File: config.mk
export PLATFORM = sky130hd
export DESIGN_NAME = adc_thr_monitor
export DESIGN_NICKNAME = d
export VERILOG_FILES = /design/src/rtl/adc_thr_pkg.sv /design/src/rtl/adc_thr_cfg_reg.sv /design/src/rtl/adc_thr_lane_step.sv /design/src/rtl/adc_thr_channel.sv /design/src/rtl/adc_thr_monitor.sv
export SDC_FILE = /design/constraint.sdc
export NUM_CORES = 1
export LEC_CHECK = 0
export BUFFER_PORTS_ARGS = -buffer_cell sky130_fd_sc_hd__buf_2
export CAP_MARGIN = 20
export CORE_MARGIN = 4
export CORE_UTILIZATION = 45
export DETAILED_ROUTE_END_ITERATION = 10
export PLACE_DENSITY = 0.65
export SYNTH_ARGS = -nofsm -noshare
export SYNTH_HDL_FRONTEND = slang
export SYNTH_SLANG_ARGS = --single-unit
export TNS_END_PERCENT = 50
File: constraint.sdc
create_clock -name clk -period 20.1 [get_ports clk]
set_input_delay 3.015 -clock clk [delete_from_list [all_inputs] [get_ports clk]]
set_output_delay 3.015 -clock clk [all_outputs]
set_load 0.05 [all_outputs]
File: src/rtl/adc_thr_pkg.sv
package adc_thr_pkg;
   localparam int THR_CH = 2;

   typedef enum logic [1:0] {
      MODE_OVER  = 2'd0,
      MODE_UNDER = 2'd1,
      MODE_HYST  = 2'd2,
      MODE_OFF   = 2'd3
   } thr_mode_e;
endpackage

File: src/rtl/adc_thr_cfg_reg.sv
module adc_thr_cfg_reg
   import adc_thr_pkg::*;
#(
   parameter int SAMP_W = 16,
   parameter int CNT_W  = 12
) (
   input  logic                     clk,
   input  logic                     rst_n,
   input  logic                     load_i,
   input  logic [1:0]               mode_i,
   input  logic [SAMP_W-1:0]        upper_i,
   input  logic [SAMP_W-1:0]        lower_i,
   input  logic [CNT_W-1:0]         count_i,
   output thr_mode_e                mode_q,
   output logic signed [SAMP_W-1:0] upper_q,
   output logic signed [SAMP_W-1:0] lower_q,
   output logic [CNT_W-1:0]         target_q
);
   localparam logic [CNT_W-1:0] ONE = CNT_W'(1);

   logic [CNT_W-1:0] target_d;

   // a zero run length is promoted to one at load time
   assign target_d = (count_i == '0) ? ONE : count_i;

   always_ff @(posedge clk or negedge rst_n) begin
      if (!rst_n) begin
         mode_q   <= MODE_OFF;
         upper_q  <= '0;
         lower_q  <= '0;
         target_q <= ONE;
      end else if (load_i) begin
         mode_q   <= thr_mode_e'(mode_i);
         upper_q  <= upper_i;
         lower_q  <= lower_i;
         target_q <= target_d;
      end
   end
endmodule

File: src/rtl/adc_thr_lane_step.sv
module adc_thr_lane_step
   import adc_thr_pkg::*;
#(
   parameter int SAMP_W = 16,
   parameter int CNT_W  = 12
) (
   input  thr_mode_e                mode_i,
   input  logic signed [SAMP_W-1:0] sample_i,
   input  logic signed [SAMP_W-1:0] upper_i,
   input  logic signed [SAMP_W-1:0] lower_i,
   input  logic [CNT_W-1:0]         target_i,
   input  logic                     flag_i,
   input  logic [CNT_W-1:0]         run_i,
   output logic                     flag_o,
   output logic [CNT_W-1:0]         run_o
);
   logic             above;
   logic             below;
   logic [CNT_W-1:0] run_inc;

   assign above   = sample_i > upper_i;
   assign below   = sample_i < lower_i;
   assign run_inc = (run_i >= target_i) ? target_i : run_i + CNT_W'(1);

   always_comb begin
      flag_o = flag_i;
      run_o  = run_i;
      unique case (mode_i)
         MODE_OVER: begin
            run_o = '0;
            if (above) flag_o = 1'b1;
         end
         MODE_UNDER: begin
            if (below) begin
               run_o = run_inc;
               if (run_inc >= target_i) flag_o = 1'b1;
            end else begin
               run_o = '0;
            end
         end
         MODE_HYST: begin
            if (above) begin
               flag_o = 1'b1;
               run_o  = '0;
            end else if (below) begin
               run_o = run_inc;
               if (run_inc >= target_i) flag_o = 1'b0;
            end else begin
               run_o = '0;
            end
         end
         default: begin
            flag_o = 1'b0;
            run_o  = '0;
         end
      endcase
   end
endmodule

File: src/rtl/adc_thr_channel.sv
module adc_thr_channel
   import adc_thr_pkg::*;
#(
   parameter int LANES  = 4,
   parameter int SAMP_W = 16,
   parameter int CNT_W  = 12
) (
   input  logic                    clk,
   input  logic                    rst_n,
   input  logic [LANES*SAMP_W-1:0] samples_i,
   input  logic                    vld_i,
   input  logic                    clear_i,
   input  logic                    load_i,
   input  logic [1:0]              mode_i,
   input  logic [SAMP_W-1:0]       upper_i,
   input  logic [SAMP_W-1:0]       lower_i,
   input  logic [CNT_W-1:0]        count_i,
   output logic                    flag_o,
   output thr_mode_e               mode_o
);
   thr_mode_e                mode_q;
   logic signed [SAMP_W-1:0] upper_q;
   logic signed [SAMP_W-1:0] lower_q;
   logic [CNT_W-1:0]         target_q;

   logic                     flag_q;
   logic [CNT_W-1:0]         run_q;
   logic                     latching;
   logic                     flag_c [LANES+1];
   logic [CNT_W-1:0]         run_c  [LANES+1];

   adc_thr_cfg_reg #(.SAMP_W(SAMP_W), .CNT_W(CNT_W)) u_cfg (
      .clk      (clk),
      .rst_n    (rst_n),
      .load_i   (load_i),
      .mode_i   (mode_i),
      .upper_i  (upper_i),
      .lower_i  (lower_i),
      .count_i  (count_i),
      .mode_q   (mode_q),
      .upper_q  (upper_q),
      .lower_q  (lower_q),
      .target_q (target_q)
   );

   // clear acts before the lanes, so a setting sample in the same word wins
   assign latching  = (mode_q == MODE_OVER) || (mode_q == MODE_UNDER);
   assign flag_c[0] = (clear_i && latching) ? 1'b0 : flag_q;
   assign run_c[0]  = (clear_i && latching) ? '0   : run_q;

   for (genvar l = 0; l < LANES; l++) begin : g_lane
      adc_thr_lane_step #(.SAMP_W(SAMP_W), .CNT_W(CNT_W)) u_step (
         .mode_i   (mode_q),
         .sample_i (samples_i[l*SAMP_W +: SAMP_W]),
         .upper_i  (upper_q),
         .lower_i  (lower_q),
         .target_i (target_q),
         .flag_i   (flag_c[l]),
         .run_i    (run_c[l]),
         .flag_o   (flag_c[l+1]),
         .run_o    (run_c[l+1])
      );
   end

   always_ff @(posedge clk or negedge rst_n) begin
      if (!rst_n) begin
         flag_q <= 1'b0;
         run_q  <= '0;
      end else if (load_i) begin
         flag_q <= 1'b0;
         run_q  <= '0;
      end else if (vld_i) begin
         flag_q <= flag_c[LANES];
         run_q  <= run_c[LANES];
      end else begin
         flag_q <= flag_c[0];
         run_q  <= run_c[0];
      end
   end

   assign flag_o = flag_q;
   assign mode_o = mode_q;
endmodule

File: src/rtl/adc_thr_monitor.sv
module adc_thr_monitor
   import adc_thr_pkg::*;
#(
   parameter int LANES  = 4,
   parameter int SAMP_W = 16,
   parameter int CNT_W  = 12
) (
   input  logic                     clk,
   input  logic                     rst_n,
   input  logic [LANES*SAMP_W-1:0]  samples_i,
   input  logic                     samples_vld_i,
   input  logic                     clear_i,
   input  logic                     cfg_load_i,
   input  logic [2*THR_CH-1:0]      cfg_mode_i,
   input  logic [THR_CH*SAMP_W-1:0] cfg_upper_i,
   input  logic [THR_CH*SAMP_W-1:0] cfg_lower_i,
   input  logic [THR_CH*CNT_W-1:0]  cfg_count_i,
   output logic [THR_CH-1:0]        flag_o
);
   if (LANES < 1 || LANES > 16) begin : g_bad_lanes
      $error("adc_thr_monitor: LANES must lie in 1..16");
   end
   if (SAMP_W < 2) begin : g_bad_width
      $error("adc_thr_monitor: SAMP_W must be at least 2");
   end
   if (CNT_W < 1 || CNT_W > 31) begin : g_bad_count
      $error("adc_thr_monitor: CNT_W must lie in 1..31");
   end

   logic [2*THR_CH-1:0] act_mode;

   for (genvar c = 0; c < THR_CH; c++) begin : g_ch
      thr_mode_e ch_mode;

      adc_thr_channel #(.LANES(LANES), .SAMP_W(SAMP_W), .CNT_W(CNT_W)) u_ch (
         .clk       (clk),
         .rst_n     (rst_n),
         .samples_i (samples_i),
         .vld_i     (samples_vld_i),
         .clear_i   (clear_i),
         .load_i    (cfg_load_i),
         .mode_i    (cfg_mode_i[2*c +: 2]),
         .upper_i   (cfg_upper_i[c*SAMP_W +: SAMP_W]),
         .lower_i   (cfg_lower_i[c*SAMP_W +: SAMP_W]),
         .count_i   (cfg_count_i[c*CNT_W +: CNT_W]),
         .flag_o    (flag_o[c]),
         .mode_o    (ch_mode)
      );

      assign act_mode[2*c +: 2] = ch_mode;
   end
endmodule

# Word-level counts from Yosys, hierarchy flattened
# Index checks and enable logic that the tools add are counted.
# word_totals
regBits,118
output_inout_bits,2
wordCells,166
# op_classes
addsub,8
magnitude_cmp,32
eq_ne,4
n_mux,102
reduce_logical,8
# op_table
operator,n
two-way mux 12 bit,32
>= comparator 12 bit,16
case mux 12 bit (2 select lines),8
greater-than comparator 16 bit,8
less-than comparator 16 bit,8
"adder 12 x 1 -> 12 bit, second input constant",8
two-way mux 1 bit,54
logical NOT 12 bit,2
case mux 1 bit (2 select lines),6
case mux 1 bit (3 select lines),2
"== test 2 x 1 -> 1 bit, second input constant",2
"== test 2 bit, second input constant",2
logical NOT 2 bit,2
logical AND 1 bit,2
logical OR 1 bit,2

# Depth between registers and ports, before layout
# Gate-level depths: netlist of the first run.
# depth
ltp_word,28
depth_mapped,68

# Hierarchy
# Synthesis of the first run repeated with hierarchy kept, for this count alone.
# unflattened
hier_cells,2326
area_unflattened_um2,20453.4
# modules_own_cells
mod,instances,cells_each,area_per_inst_um2
adc_thr_lane_step at g_ch[0].u_ch.g_lane[0].u_step ...,7,247,1885.6
adc_thr_cfg_reg,2,103,1874.3
adc_thr_lane_step at g_ch[1].u_ch.g_lane[3].u_step,1,247,2009.4
adc_thr_channel,2,72,748.2

# Worst setup path before layout of the first run
# OpenSTA, ideal clock, no wires.
# synth_timing
path_kind,input to register
start,input clear_i
end,register g_ch[1].u_ch.flag_q
setup_time_ns,0.121
arrival_ns,13.736
required_ns,19.979
slack_ns,6.242
path_stages,64
n_path_buf,7
cell_sequence,o21ai_0 -> clkbuf_1 -> clkbuf_1 -> and2_1 -> ha_1 -> and3_1 -> a221oi_1 -> o21a_1 -> o21a_1 -> buf_2 -> mux2_2 -> inv_1 -> nor2_1 -> inv_1 -> ha_1 -> nand2b_1 -> a211o_1 -> a221oi_1 -> [28 not listed] -> a31o_2 -> clkbuf_1 -> a21oi_1 -> ha_1 -> nand2b_1 -> a21o_1 -> a21o_1 -> a21o_1 -> a21o_1 -> a21o_1 -> a21o_1 -> a21oi_1 -> o21ai_0 -> a21oi_1 -> nor2b_1 -> o21ai_0 -> o2111ai_1 -> o22a_1
# synth_via
elab_chain_cells,26
elab_cells_between_ends,58
cone_classes,add/sub: 4; order compare: 8; mux: 45; reduce/logical: 1
# synth_lines
item,line,text
from (decl),adc_thr_monitor.sv:12,"input logic clear_i,"
logical AND 1 bit *,"adc_thr_channel.sv:48, adc_thr_channel.sv:49",
two-way mux 12 bit,adc_thr_channel.sv:49,assign run_c[0] = (clear_i && latching) ? '0 : run_q;
adder 12 x 1 -> 12 bit or >= comparator 12 bit (tied branches),adc_thr_lane_step.sv:23,assign run_inc = (run_i >= target_i) ? target_i : run_i + CNT_W'(1);
two-way mux 12 bit,adc_thr_lane_step.sv:23,
two-way mux 12 bit,"adc_thr_lane_step.sv:34, adc_thr_lane_step.sv:45",
two-way mux 12 bit,adc_thr_lane_step.sv:42,if (above) begin
case mux 12 bit (2 select lines),adc_thr_lane_step.sv:28,unique case (mode_i)
adder 12 x 1 -> 12 bit or >= comparator 12 bit (tied branches),adc_thr_lane_step.sv:23,
[10 not listed],n/a,
two-way mux 12 bit,adc_thr_lane_step.sv:23,
>= comparator 12 bit,"adc_thr_lane_step.sv:36, adc_thr_lane_step.sv:47",
two-way mux 1 bit,adc_thr_lane_step.sv:47,if (run_inc >= target_i) flag_o = 1'b0;
two-way mux 1 bit,adc_thr_lane_step.sv:45,end else if (below) begin
two-way mux 1 bit,adc_thr_lane_step.sv:42,
case mux 1 bit (3 select lines),adc_thr_lane_step.sv:28,
two-way mux 1 bit *,adc_thr_channel.sv:72,end else if (vld_i) begin
two-way mux 1 bit *,adc_thr_channel.sv:69,end else if (load_i) begin
to (signal assigned),adc_thr_channel.sv:73,flag_q <= flag_c[LANES];
to (signal assigned),adc_thr_channel.sv:76,flag_q <= flag_c[0];
to (decl),adc_thr_channel.sv:26,logic flag_q;
# Mark *: on every way between the ends. The rest lies on a longest branch, timed or not.
# A chain may end at the register's enable or synchronous reset.

# Worst setup path after layout of the first run
# layout_timing
start,input clear_i
end,register g_ch[0].u_ch.flag_q
# layout_via
elab_chain_cells,26
elab_cells_between_ends,58
cone_classes,add/sub: 4; order compare: 8; mux: 45; reduce/logical: 1
# layout_lines
item,line
logical AND 1 bit *,"adc_thr_channel.sv:48, adc_thr_channel.sv:49"
two-way mux 12 bit,adc_thr_channel.sv:49
adder 12 x 1 -> 12 bit or >= comparator 12 bit (tied branches),adc_thr_lane_step.sv:23
two-way mux 12 bit,adc_thr_lane_step.sv:23
two-way mux 12 bit,"adc_thr_lane_step.sv:34, adc_thr_lane_step.sv:45"
two-way mux 12 bit,adc_thr_lane_step.sv:42
case mux 12 bit (2 select lines),adc_thr_lane_step.sv:28
adder 12 x 1 -> 12 bit or >= comparator 12 bit (tied branches),adc_thr_lane_step.sv:23
[10 not listed],n/a
two-way mux 12 bit,adc_thr_lane_step.sv:23
>= comparator 12 bit,"adc_thr_lane_step.sv:36, adc_thr_lane_step.sv:47"
two-way mux 1 bit,adc_thr_lane_step.sv:47
two-way mux 1 bit,adc_thr_lane_step.sv:45
two-way mux 1 bit,adc_thr_lane_step.sv:42
case mux 1 bit (3 select lines),adc_thr_lane_step.sv:28
two-way mux 1 bit *,adc_thr_channel.sv:72
two-way mux 1 bit *,adc_thr_channel.sv:69
to (signal assigned),adc_thr_channel.sv:73
to (signal assigned),adc_thr_channel.sv:76
to (decl),adc_thr_channel.sv:26
# Marked as above.

==> flow_summary.yaml, run 1 <==
routing:
  antenna_left: 0
  drc_errors: 0
  routed_wirelength_um: 68050
  dr_total_vias: 19250
  route.detailed.wl_per_inst_um: 22.06
  drt_iter0_markers: 1467
  iteration_count_of_the_initial_detailed_routing_pass: 6
  routed_via_count_divided_by_cell_count: 6.241
yosys:
  synth_top_cell_area_share_pct: 29.73
  combinational_family_with_the_most_area_after_synthesis: "adder cells"
  synth_area_leader_cell: "sky130_fd_sc_hd__ha_1"
  post_synth.cell_area_avg_um2: 7.992
  post_syn_area_um2: 19190
  synth_ff_type: "sky130_fd_sc_hd__dfrtp_1"
  yosys_warnings: 0
  yosys-mux-area-fraction_pct: 1.421
  post_synth_fa_ha_maj_area_fraction_pct: 29.73
  synthSimpleGateAreaFrac_pct: 20.22
  post_synth_num_cell_types: 106
  syn_inst: 2401
  area_share_of_xor_xnor_cells_in_the_synthesized_design_pct: 2.902
  seq_area_frac_synth_pct: 15.43
  synth-edff-count: 0
  syn_nets: 3018
  synth.top_cells.by_area: "sky130_fd_sc_hd__ha_1 (30%), sky130_fd_sc_hd__dfrtp_1 (15%), sky130_fd_sc_hd__o21ai_0 (5.8%)"
  synth_async_sr_flop_share_pct: 100.0
  synth_seq_cells: 118
  synth_compound_area_share_pct: 25.53
die:
  floorplan.die.height_um: 214.5
  starting_density_pct: 45.64
  fp-row-count: 75
  fp.dieArea_um2: 46010
  number_of_ports_placed_on_the_die_boundary: 163
  chipWidth_um: 214.5
  coreArea_um2: 42040
critical_path:
  rr_worst_depth: 54
  critical_path.max_stage_delay_ns: 0.75
  timing.critical_path.to_type: "flop"
  critical_path_cell_count: 53
  r2r_slack_ns: 6.62
  critical_path.reg2reg.startpoint: "g_ch[0].u_ch.u_cfg.mode_q[1]"
  critical_path_rt_ns: 20.47
  startpoint_type: "input port"
  critPathMostFrequentCell: "sky130_fd_sc_hd__a21o_1"
  timing.critical_path.fanout_max: 23
  worst-endpoint-arrival_ns: 15.21
  rr_endpoint: "g_ch[0].u_ch.flag_o"
  timing.critical_path.from: "clear_i"
  critPathTopFamily: "compound AO/OA/AOI/OAI gates"
  critPathCapture: "g_ch[0].u_ch.flag_o"
  critPathKind: "input port to flop"
  critical_path_buf_inv_count: 2
  cpMaxStageDelayCell: "sky130_fd_sc_hd__o31ai_2"
power:
  vdd_ir_drop_max_uv: 58.48
  power.leakage_uw: 0.01066
  powerDensity_nw_per_um2: 45.88
layout:
  num-fill-cells: 4151
  multi_input_area_um2: 15320
  p_r_area_growth_vs_syn_pct: 10.09
  area.sequential_um2: 2960
  drive_above_1_share_pct: 11.45
  post_route_core_utilization_pct: 50.25
  num-nets-final: 3145
sta:
  timing.final.max_slew_violations: 0
  clock-skew-final_ns: 0.02302
  tightest_slew_ns: 1.077
  layout_min_cycle_time_ns: 14.84
  setup_viol_count_final: 0
  slew_headroom_pct: 27.70
  max_freq_mhz: 67.38
  timing.final.hold_violations: 0
  post-route-period-util_pct: 73.84
  grt_setup_unrepaired: "no"
  timing.setup.tns_ns: 0
cts:
  max-clock-path-buffers: 2
  root_buffer: "sky130_fd_sc_hd__clkbuf_16"
  postCtsHoldBufs: 0
  cts_resized: 0
  cts_tree: "yes"
  clk_transition_reported_paths_ns: 0.07
  cts_inserted_buffers: 17
  post-cts-setup-buffer-count: 0
  ctsHtreeMaxLevel: 4
  clock_sinks: 118
  clock_latency_ns: 0.50
worst_hold_path:
  worst_hold_startpoint: "g_ch[1].u_ch.u_cfg.mode_q[0]"
  worstHoldPathType: "flop to flop"
placement:
  placement.io_buffers: 162
  place_congestion: 0.9591
  place_hpwl_um: 54230
run_status:
  outcome: "finished, final reports clean"
global_route:
  grt_antenna_before_repair: 4
  grt_pass1_vias: 18830
  grt_util_all_layers_pct: 28.90
  globalRouteOverflowTotal: 0
  pin_count_of_the_biggest_net_entering_global_routing: 112
  grt_pass1_wl_um: 105300
run:
  max-cap-violations: 0
## logic make-up (layout without fill, tap and decap cells)
family,Yosys count,count (layout)
adders and majority gates,456,456
buffers and inverters,235,375
muxes,26,26
xor gates and xnor gates,62,62
AOI/OAI and AO/OA,740,740
DFF,118,118
other,0,5
and+or+nand+nor,764,764
## power by group
group          switching (uW)  total [uW]  internal, uW
registers                19.4         275           255
logic                     233         373           141
clock network             157         321           165
total                     409         969           560
## how the worst min path moves through the flow
stage,cells past startpoint,slack (ns),endpoint
floorplan,2,0.49,g_ch[0].u_ch.flag_o
global placement,2,0.53,g_ch[0].u_ch.u_cfg.mode_q[1]
detailed placement,2,0.55,g_ch[1].u_ch.u_cfg.mode_q[0]
CTS,2,0.56,g_ch[1].u_ch.u_cfg.mode_q[0]
global route,2,0.61,g_ch[0].u_ch.u_cfg.mode_q[0]
finish,2,0.56,g_ch[1].u_ch.u_cfg.mode_q[0]
## registers in the layout (all words and copies together) (netlist names)
| register | flops |
|---|---|
| g_ch.u_ch.u_cfg.upper_q | 32 |
| g_ch.u_ch.u_cfg.target_q | 24 |
| g_ch.u_ch.flag_o | 2 |
| g_ch.u_ch.u_cfg.lower_q | 32 |
| g_ch.u_ch.run_q | 24 |
| g_ch.u_ch.u_cfg.mode_q | 4 |
## worst min-delay path, delay by kind of cell, from the launching register on
kind	cells	cell delay, ns
flip-flops	1	0.38
buffers and inverters	1	0.09
AO/OA/AOI/OAI	1	0.09
## metal layers
metal | vias to the layer above | track usage [%] | routed length (um)
met5 | - | 0 | 14
met4 | 4 | 12.10 | 2770
met2 | 759 | 47.29 | 30810
li1 | 9206 | - | -
met3 | 178 | 5.101 | 4791
met1 | 9105 | 37.68 | 29660
## stage by stage
stage	instance area, um^2	hold WS (ns)	total power, uW	setup WS, ns	instances
after floorplan	19190	0.4884	507.4	6.242	2401
after global placement	20520	0.5279	628.8	5.074	3047
after detailed placement	20520	0.5467	643.4	4.714	3047
after CTS	21100	0.5648	970.0	5.232	3079
after global routing	21130	0.6051	1032	4.387	3085
final	21130	0.5625	969.3	5.258	3085
## synth_stat cells, types with 16 or more instances
| cell type | count |
|---|---|
| sky130_fd_sc_hd__or2_2 | 21 |
| sky130_fd_sc_hd__dfrtp_1 | 112 |
| sky130_fd_sc_hd__nor3_1 | 36 |
| sky130_fd_sc_hd__inv_1 | 158 |
| sky130_fd_sc_hd__mux2i_1 | 16 |
| sky130_fd_sc_hd__xor2_1 | 20 |
| sky130_fd_sc_hd__and2_1 | 36 |
| sky130_fd_sc_hd__xnor2_1 | 41 |
| sky130_fd_sc_hd__a21oi_1 | 129 |
| sky130_fd_sc_hd__nand4_1 | 50 |
| sky130_fd_sc_hd__and3_1 | 21 |
| sky130_fd_sc_hd__o211ai_1 | 19 |
| sky130_fd_sc_hd__o21a_1 | 45 |
| sky130_fd_sc_hd__a21o_1 | 107 |
| sky130_fd_sc_hd__ha_1 | 456 |
| sky130_fd_sc_hd__nand3_1 | 61 |
| sky130_fd_sc_hd__o21ai_0 | 222 |
| sky130_fd_sc_hd__a31oi_1 | 22 |
| sky130_fd_sc_hd__clkbuf_1 | 62 |
| sky130_fd_sc_hd__nand2_1 | 236 |
| sky130_fd_sc_hd__nor2b_1 | 43 |
| sky130_fd_sc_hd__nor4_1 | 29 |
| sky130_fd_sc_hd__nand2b_1 | 38 |
| sky130_fd_sc_hd__a211oi_1 | 22 |
| sky130_fd_sc_hd__nor2_1 | 129 |
## placed cells by master (no fill, tap or decap), drive strengths merged, types with 41 or more instances in the layout
cell type / synthesis / layout
dfrtp: 112 / 112
buf: 10 / 182
a21o: 108 / 108
nor2: 130 / 130
nand4: 50 / 50
nand3: 62 / 62
nand2: 236 / 236
inv: 158 / 168
o21a: 45 / 45
xnor2: 41 / 41
a21oi: 129 / 129
nor2b: 43 / 43
o21ai: 227 / 227
ha: 456 / 456
## cell type report
type / count / area share, %
Antenna cell: 5 / 0.05923
Clock buffer: 17 / 2.014
Clock inverter: 15 / 0.7226
Inverter: 161 / 2.861
Multi-Input combinational cell: 2048 / 72.51
Sequential cell: 118 / 14.01
Tap cell: 539 / 3.192
Timing Repair Buffer: 182 / 4.626
Power figures use the tool's default switching activity.
==> run 2: changes to the inputs <==
--- a/config.mk
+++ b/config.mk
@@ -5,12 +5,13 @@
 export SDC_FILE = /design/constraint.sdc
 export NUM_CORES = 1
 export LEC_CHECK = 0
+export ABC_AREA = 1
 export BUFFER_PORTS_ARGS = -buffer_cell sky130_fd_sc_hd__buf_2
 export CAP_MARGIN = 20
 export CORE_MARGIN = 4
 export CORE_UTILIZATION = 45
 export DETAILED_ROUTE_END_ITERATION = 10
-export PLACE_DENSITY = 0.65
+export PLACE_DENSITY = 0.67
 export SYNTH_ARGS = -nofsm -noshare
 export SYNTH_HDL_FRONTEND = slang
 export SYNTH_SLANG_ARGS = --single-unit
==> constraint.sdc (replaced) <==
create_clock -name clk -period 13.3 [get_ports clk]
set_input_delay 1.995 -clock clk [delete_from_list [all_inputs] [get_ports clk]]
set_output_delay 1.995 -clock clk [all_outputs]
set_load 0.05 [all_outputs]
==> run 2 against run 1 <==
Compared with the run above:
- the flow now finishes with violations (DRC)
- setup slack worse by 4.2 ns
- clock power increased by 57%
- worst hold slack improved by 0.0019 ns
- total power rose by 69%
- combinational power rose by 95%
- critical path depth rose by 5
- non-clock buffer count grew 5
- utilization rose by 0.69 points
- highest routed layer unchanged
==> flow_summary.yaml, run 2 <==
critical_path:
  worst-endpoint-arrival_ns: 12.65
  timing.critical_path.fanout_max: 19
  critical_path_rt_ns: 13.69
  critical_path.max_stage_delay_ns: 0.58
  r2r_slack_ns: 1.64
  cpMaxStageDelayCell: "sky130_fd_sc_hd__clkinv_1"
  timing.critical_path.to_type: "flop"
  critPathMostFrequentCell: "sky130_fd_sc_hd__a21oi_1"
  critPathKind: "input port to flop"
  startpoint_type: "input port"
sta:
  post-route-period-util_pct: 92.16
  layout_min_cycle_time_ns: 12.26
  timing.final.hold_violations: 0
  clock-skew-final_ns: 0.01367
  setup_viol_count_final: 0
  max_freq_mhz: 81.58
  tightest_slew_ns: 1.088
  timing.final.max_slew_violations: 0
  fin_ws_ns: 1.043
  slew_headroom_pct: 27.36
die:
  fp-row-count: 74
  fp.dieArea_um2: 45500
  coreArea_um2: 41290
  floorplan.die.height_um: 213.3
  starting_density_pct: 45.93
  chipWidth_um: 213.3
  number_of_ports_placed_on_the_die_boundary: 163
yosys:
  synth_seq_cells: 118
  post_synth_num_cell_types: 64
  synth-edff-count: 0
  synth_ff_type: "sky130_fd_sc_hd__dfrtp_1"
  synth_area_leader_cell: "sky130_fd_sc_hd__ha_1"
  synth_top_cell_area_share_pct: 30.08
  yosys_warnings: 0
  most_frequent_cells_after_synthesis: "sky130_fd_sc_hd__nand2_1 (657), sky130_fd_sc_hd__ha_1 (456), sky130_fd_sc_hd__inv_1 (334), sky130_fd_sc_hd__a21oi_1 (218), sky130_fd_sc_hd__o21ai_0 (172)"
  seq_area_frac_synth_pct: 15.61
  synth.top_cells.by_area: "sky130_fd_sc_hd__ha_1 (30%), sky130_fd_sc_hd__dfrtp_1 (15%), sky130_fd_sc_hd__nand2_1 (13%)"
  syn_inst: 2737
  synth_async_sr_flop_share_pct: 100.0
  post_syn_area_um2: 18970
  post_synth.cell_area_avg_um2: 6.930
  syn_nets: 3354
  synth_most_common_cell: "sky130_fd_sc_hd__nand2_1"
layout:
  mostFrequentLayoutCell: "sky130_fd_sc_hd__nand2_1"
  post-route-cell-area_um2: 21030
  post_route_core_utilization_pct: 50.94
  drive_above_1_share_pct: 12.73
  reg.largest.list: "g_ch.u_ch.u_cfg.lower_q (32), g_ch.u_ch.u_cfg.upper_q (32)"
  num-nets-final: 3511
  final_cell_mix: "sky130_fd_sc_hd__nand2_1 (657), sky130_fd_sc_hd__ha_1 (456), sky130_fd_sc_hd__inv_1 (333)"
  multi_input_area_um2: 14360
  area.sequential_um2: 2960
  num-fill-cells: 4125
  p_r_area_growth_vs_syn_pct: 10.89
placement:
  place_hpwl_um: 52710
  dp_worst_setup_slack_ns: 0.6351
  placement.io_buffers: 162
  place_congestion: 0.9560
  dpl_cell_area_um2: 20390
cts:
  max-clock-path-buffers: 2
  root_buffer: "sky130_fd_sc_hd__clkbuf_16"
  cts_inserted_buffers: 17
  clk_transition_reported_paths_ns: 0.06
  clock_latency_ns: 0.48
  clock_sinks: 118
  ctsHtreeMaxLevel: 4
  cts_tree: "yes"
global_route:
  grt_most_used_layer: "met2"
  grt_antenna_before_repair: 6
  grt_util_all_layers_pct: 28.63
  grtUsageMet2_pct: 46.37
  globalRouteOverflowTotal: 0
  grt_pass1_wl_um: 101800
  pin_count_of_the_biggest_net_entering_global_routing: 73
  gr-usage-met1_pct: 37.45
  grt_pass1_vias: 18760
  global_route.usage.met3_pct: 5.877
power:
  powerDensity_nw_per_um2: 77.76
  total_power_uw: 1636
  power.leakage_uw: 0.01132
  vdd_ir_drop_max_uv: 106.9
routing:
  drc_errors: 2
  route.detailed.wl_per_inst_um: 18.99
  drt_iter0_markers: 1499
  routed_wirelength_um: 65360
  routed_via_count_divided_by_cell_count: 5.647
  iteration_count_of_the_initial_detailed_routing_pass: 11
  dr_total_vias: 19440
  antenna_left: 0
run:
  max-cap-violations: 0
run_status:
  violations: "DRC"
  outcome: "finished, violations left"
worst_hold_path:
  worstHoldPathType: "flop to flop"
run 2: cell count changes after synthesis, moves of 36 or more:
cell / previous run / this run
sky130_fd_sc_hd__nand2b_1: 38 / 0
sky130_fd_sc_hd__inv_1: 158 / 334
sky130_fd_sc_hd__o21ai_0: 222 / 172
sky130_fd_sc_hd__nor2b_1: 43 / 0
sky130_fd_sc_hd__nand2_1: 236 / 657
sky130_fd_sc_hd__nand3_1: 61 / 159
sky130_fd_sc_hd__a21oi_1: 129 / 218
sky130_fd_sc_hd__a21o_1: 107 / 17
sky130_fd_sc_hd__xnor2_1: 41 / 5
run 2: final cells by class:
type	instances	area share, %
Multi-Input combinational cell	2194	68.27
Sequential cell	118	14.07
Inverter	376	6.757
Timing Repair Buffer	187	4.771
Tap cell	532	3.165
Clock buffer	17	2.022
Clock inverter	15	0.9042
Antenna cell	3	0.03569
run 2: worst max-delay path, delay by kind of cell:
| family | cells | cell delay, ns |
|---|---|---|
| compound gates | 27 | 3.93 |
| fa+ha+maj | 5 | 1.38 |
| buf+inv | 6 | 1.81 |
| simple gates | 20 | 3.53 |
run 2: cells by family after synthesis:
kind of cell             after synthesis  share of synthesized area, %
AND/OR/NAND/NOR                     1151                         27.12
AO/OA/AOI/OAI                        565                         17.40
adder cells (fa/ha/maj)              456                         30.08
buffers and inverters                425                         8.687
flip-flops                           118                         15.61
XOR/XNOR                              19                        0.8773
multiplexers                           3                        0.2243
run 2: what timing repair did:
item | 4_1_cts | 5_1_grt
endpoints found under the setup margin | 0 | 1
hold buffers | 0 | 0
gates resized for setup | 0 | 2
buffers inserted | 0 | 2
run 2: path summary, 6_finish.rpt:
| kind | cells after the start | to | startpoint |
|---|---|---|---|
| setup / recovery | 58 | g_ch[1].u_ch.flag_o | samples_i[15] |
| max in group asynchronous | 2 | g_ch[1].u_ch.run_q[1] | rst_n |
| hold / removal | 2 | g_ch[0].u_ch.u_cfg.mode_q[1] | g_ch[0].u_ch.u_cfg.mode_q[1] |
| hold reg to reg | 2 | g_ch[0].u_ch.u_cfg.mode_q[1] | g_ch[0].u_ch.u_cfg.mode_q[1] |
| setup reg to reg | 67 | g_ch[0].u_ch.flag_o | g_ch[0].u_ch.u_cfg.mode_q[1] |
| min in group asynchronous | 1 | g_ch[1].u_ch.u_cfg.lower_q[3] | rst_n |
run 2: where the power goes:
group          switching, uW  internal [uW]
sequential              17.9            389
combinational            482            244
clock                    205            298
total                    704            931
run 2: metal layers:
layer	part of all wire (%)	routed length, um
met1	44	28480
met2	46	29760
met3	6.9	4507
met4	3.9	2564
met5	0.070	46
run 2: stage by stage:
stage / TNS, ns / std cells / hold slack [ns]
final: 0 / 3442 / 0.5644
after floorplan: 0 / 2737 / 0.5068
after CTS: 0 / 3437 / 0.5661
after detailed placement: 0 / 3405 / 0.5569
after global routing: -0.00001421 / 3440 / 0.5970
after global placement: 0 / 3405 / 0.5350
==> run 3: changes to the inputs <==
--- a/config.mk
+++ b/config.mk
@@ -8,7 +8,6 @@
 export ABC_AREA = 1
 export BUFFER_PORTS_ARGS = -buffer_cell sky130_fd_sc_hd__buf_2
 export CAP_MARGIN = 20
-export CORE_MARGIN = 4
 export CORE_UTILIZATION = 45
 export DETAILED_ROUTE_END_ITERATION = 10
 export PLACE_DENSITY = 0.67
==> run 3 against run 2 <==
Compared with the run above:
- the run now ends clean
- fmax is 1.5% higher
- via count rose by 0.33%
- die area shrank 5.5%
- clock power down 3%
- worst hold slack got worse by 0.010 ns
- register-to-register slack better by 0.14 ns
- sequential share of layout area about the same
- final cell count barely moved
- non-clock buffer count down 2
- global-route usage rose by 1.6 points
- wire length about the same
- design area is 0.17% lower
- critical path type unchanged
- critical endpoint is now g_ch[0].u_ch.flag_o
- largest cell class unchanged
==> flow_summary.yaml, run 3 (same netlist as run 2, synthesis figures left out) <==
cts:
  clock_sinks: 118
  cts_resized: 0
  root_buffer: "sky130_fd_sc_hd__clkbuf_16"
  clock_latency_ns: 0.47
  postCtsHoldBufs: 0
  max-clock-path-buffers: 2
  clk_transition_reported_paths_ns: 0.07
  cts_inserted_buffers: 17
  cts_tree: "yes"
  post-cts-setup-buffer-count: 0
  ctsHtreeMaxLevel: 4
sta:
  hold_ws_ns: 0.5542
  layout_min_cycle_time_ns: 12.08
  tightest_slew_ns: 1.085
  slew_headroom_pct: 27.68
  max_freq_mhz: 82.81
  timing.final.max_slew_violations: 0
  timing.final.hold_violations: 0
  post-route-period-util_pct: 90.80
  timing.setup.tns_ns: 0
  grt_setup_unrepaired: "no"
  setup_viol_count_final: 0
  clock-skew-final_ns: 0.01723
worst_hold_path:
  worstHoldPathType: "flop to flop"
  timing.hold.worst_endpoint: "g_ch[0].u_ch.u_cfg.mode_q[1]"
  worst_hold_path.num_cells: 2
  worst_hold_startpoint: "g_ch[0].u_ch.u_cfg.mode_q[1]"
critical_path:
  r2r_slack_ns: 1.78
  timing.critical_path.to_type: "flop"
  critical_path.reg2reg.startpoint: "g_ch[0].u_ch.u_cfg.mode_q[1]"
  critical_path.max_stage_delay_ns: 0.46
  rr_worst_depth: 64
  timing.critical_path.fanout_max: 16
  cpMaxStageDelayCell: "sky130_fd_sc_hd__inv_1"
  rr_endpoint: "g_ch[0].u_ch.flag_o"
  critPathKind: "input port to flop"
  critPathMostFrequentCell: "sky130_fd_sc_hd__a21oi_1"
  startpoint_type: "input port"
  critical_path_rt_ns: 13.69
  worst-endpoint-arrival_ns: 12.46
power:
  share_of_total_power_in_sequential_cells_pct: 25.1
  vdd_ir_drop_max_uv: 70.44
  share_clk_of_total_power_pct: 30.0
  p_comb_share_pct: 44.9
  power.share.switching_pct: 44.19
  power.switching_uw: 717.8
  power.leakage_uw: 0.01131
  cell_internal_power_uw: 906.5
  powerDensity_nw_per_um2: 77.35
routing:
  dr_total_vias: 19500
  drc_errors: 0
  drt_iter0_markers: 1385
  iteration_count_of_the_initial_detailed_routing_pass: 6
  antenna_left: 0
  routed_wirelength_um: 65300
  routed_via_count_divided_by_cell_count: 5.664
  route.detailed.wl_per_inst_um: 18.97
placement:
  placement.io_buffers: 162
  place_congestion: 0.9827
  place_hpwl_um: 52380
layout:
  reg.largest.list: "g_ch.u_ch.u_cfg.lower_q (32), g_ch.u_ch.u_cfg.upper_q (32)"
  num-nets-final: 3509
  final_cell_mix: "sky130_fd_sc_hd__nand2_1 (657), sky130_fd_sc_hd__ha_1 (456), sky130_fd_sc_hd__inv_1 (334)"
  num-fill-cells: 4129
  mostFrequentLayoutCell: "sky130_fd_sc_hd__nand2_1"
  drive_above_1_share_pct: 12.63
  p_r_area_growth_vs_syn_pct: 10.71
die:
  number_of_ports_placed_on_the_die_boundary: 163
  chipWidth_um: 207.3
  fp-row-count: 74
  coreArea_um2: 41200
  floorplan.die.height_um: 207.3
  starting_density_pct: 46.04
  fp.dieArea_um2: 42980
global_route:
  pin_count_of_the_biggest_net_entering_global_routing: 130
  grt_antenna_before_repair: 6
  globalRouteOverflowTotal: 0
  grt_pass1_vias: 18740
  grt_pass1_wl_um: 101900
  grt_util_all_layers_pct: 30.25
run_status:
  outcome: "finished, final reports clean"
run:
  max-cap-violations: 0
==> run 3: cell types whose count changed in the layout (fill, tap and decap cells not counted), sizes merged <==
cell,before,now
diode,3,6
buf,187,185
bufinv,3,1
clkbuf,17,19
inv,372,374
clkinv,14,13
clkinvlp,2,1
==> run 3: worst max-delay path, delay by kind of cell <==
family	cells	cell delay (ns)
fa+ha+maj	5	1.49
simple gates	17	2.37
buf+inv	10	1.92
compound gates	31	4.65
==> run 3: worst max path at each step <==
stage,slack (ns),start,cells after the start,end
finish,1.22,clear_i,63,g_ch[0].u_ch.flag_o
global route,0.02,clear_i,63,g_ch[0].u_ch.flag_o
CTS,1.27,clear_i,63,g_ch[0].u_ch.flag_o
detailed placement,0.85,clear_i,63,g_ch[0].u_ch.flag_o
global placement,0.91,clear_i,63,g_ch[0].u_ch.flag_o
floorplan,2.95,clear_i,61,g_ch[1].u_ch.flag_o
==> run 3: metrics by stage <==
| step | worst slack (ns) | area (um^2) | total power (uW) | std cells | utilization [%] |
|---|---|---|---|---|---|
| 6_report | 1.224 | 21000 | 1624 | 3443 | 50.97 |
| 5_1_grt | 0.02462 | 20990 | 1740 | 3438 | 50.94 |
| 4_1_cts | 1.268 | 20980 | 1621 | 3437 | 50.93 |
| 3_5_place_dp | 0.8478 | 20400 | 1129 | 3405 | 49.50 |
| 3_3_place_gp | 0.9112 | 20400 | 1101 | 3405 | 49.50 |
| 2_1_floorplan | 2.950 | 18970 | 885.5 | 2737 | - |
==> run 3: cell type report <==
type	instances	area [um^2]	share of cell area, %
repair buffers	185	992.2	4.725
clock buffers	19	452.9	2.157
well taps	532	665.6	3.170
inverters	376	1418	6.751
flip-flops and latches	118	2960	14.10
clock inverters	13	135.1	0.6435
multi-input cells	2194	14360	68.38
diodes	6	15.01	0.07150
==> run 3: metal layers <==
layer,track usage [%],routed length (um)
met1,38.60,28150
met2,48.84,29510
met3,5.809,4705
met4,14.67,2914
met5,0,25
==> run 3: power groups by stage <==
| stage | logic [uW] | clock network [uW] | registers [uW] |
|---|---|---|---|
| after floorplan | 480 | 0 | 406 |
| after global placement | 688 | 0 | 413 |
| after detailed placement | 716 | 0 | 413 |
| after CTS | 720 | 494 | 407 |
| after global routing | 822 | 507 | 410 |
| final | 729 | 488 | 407 |
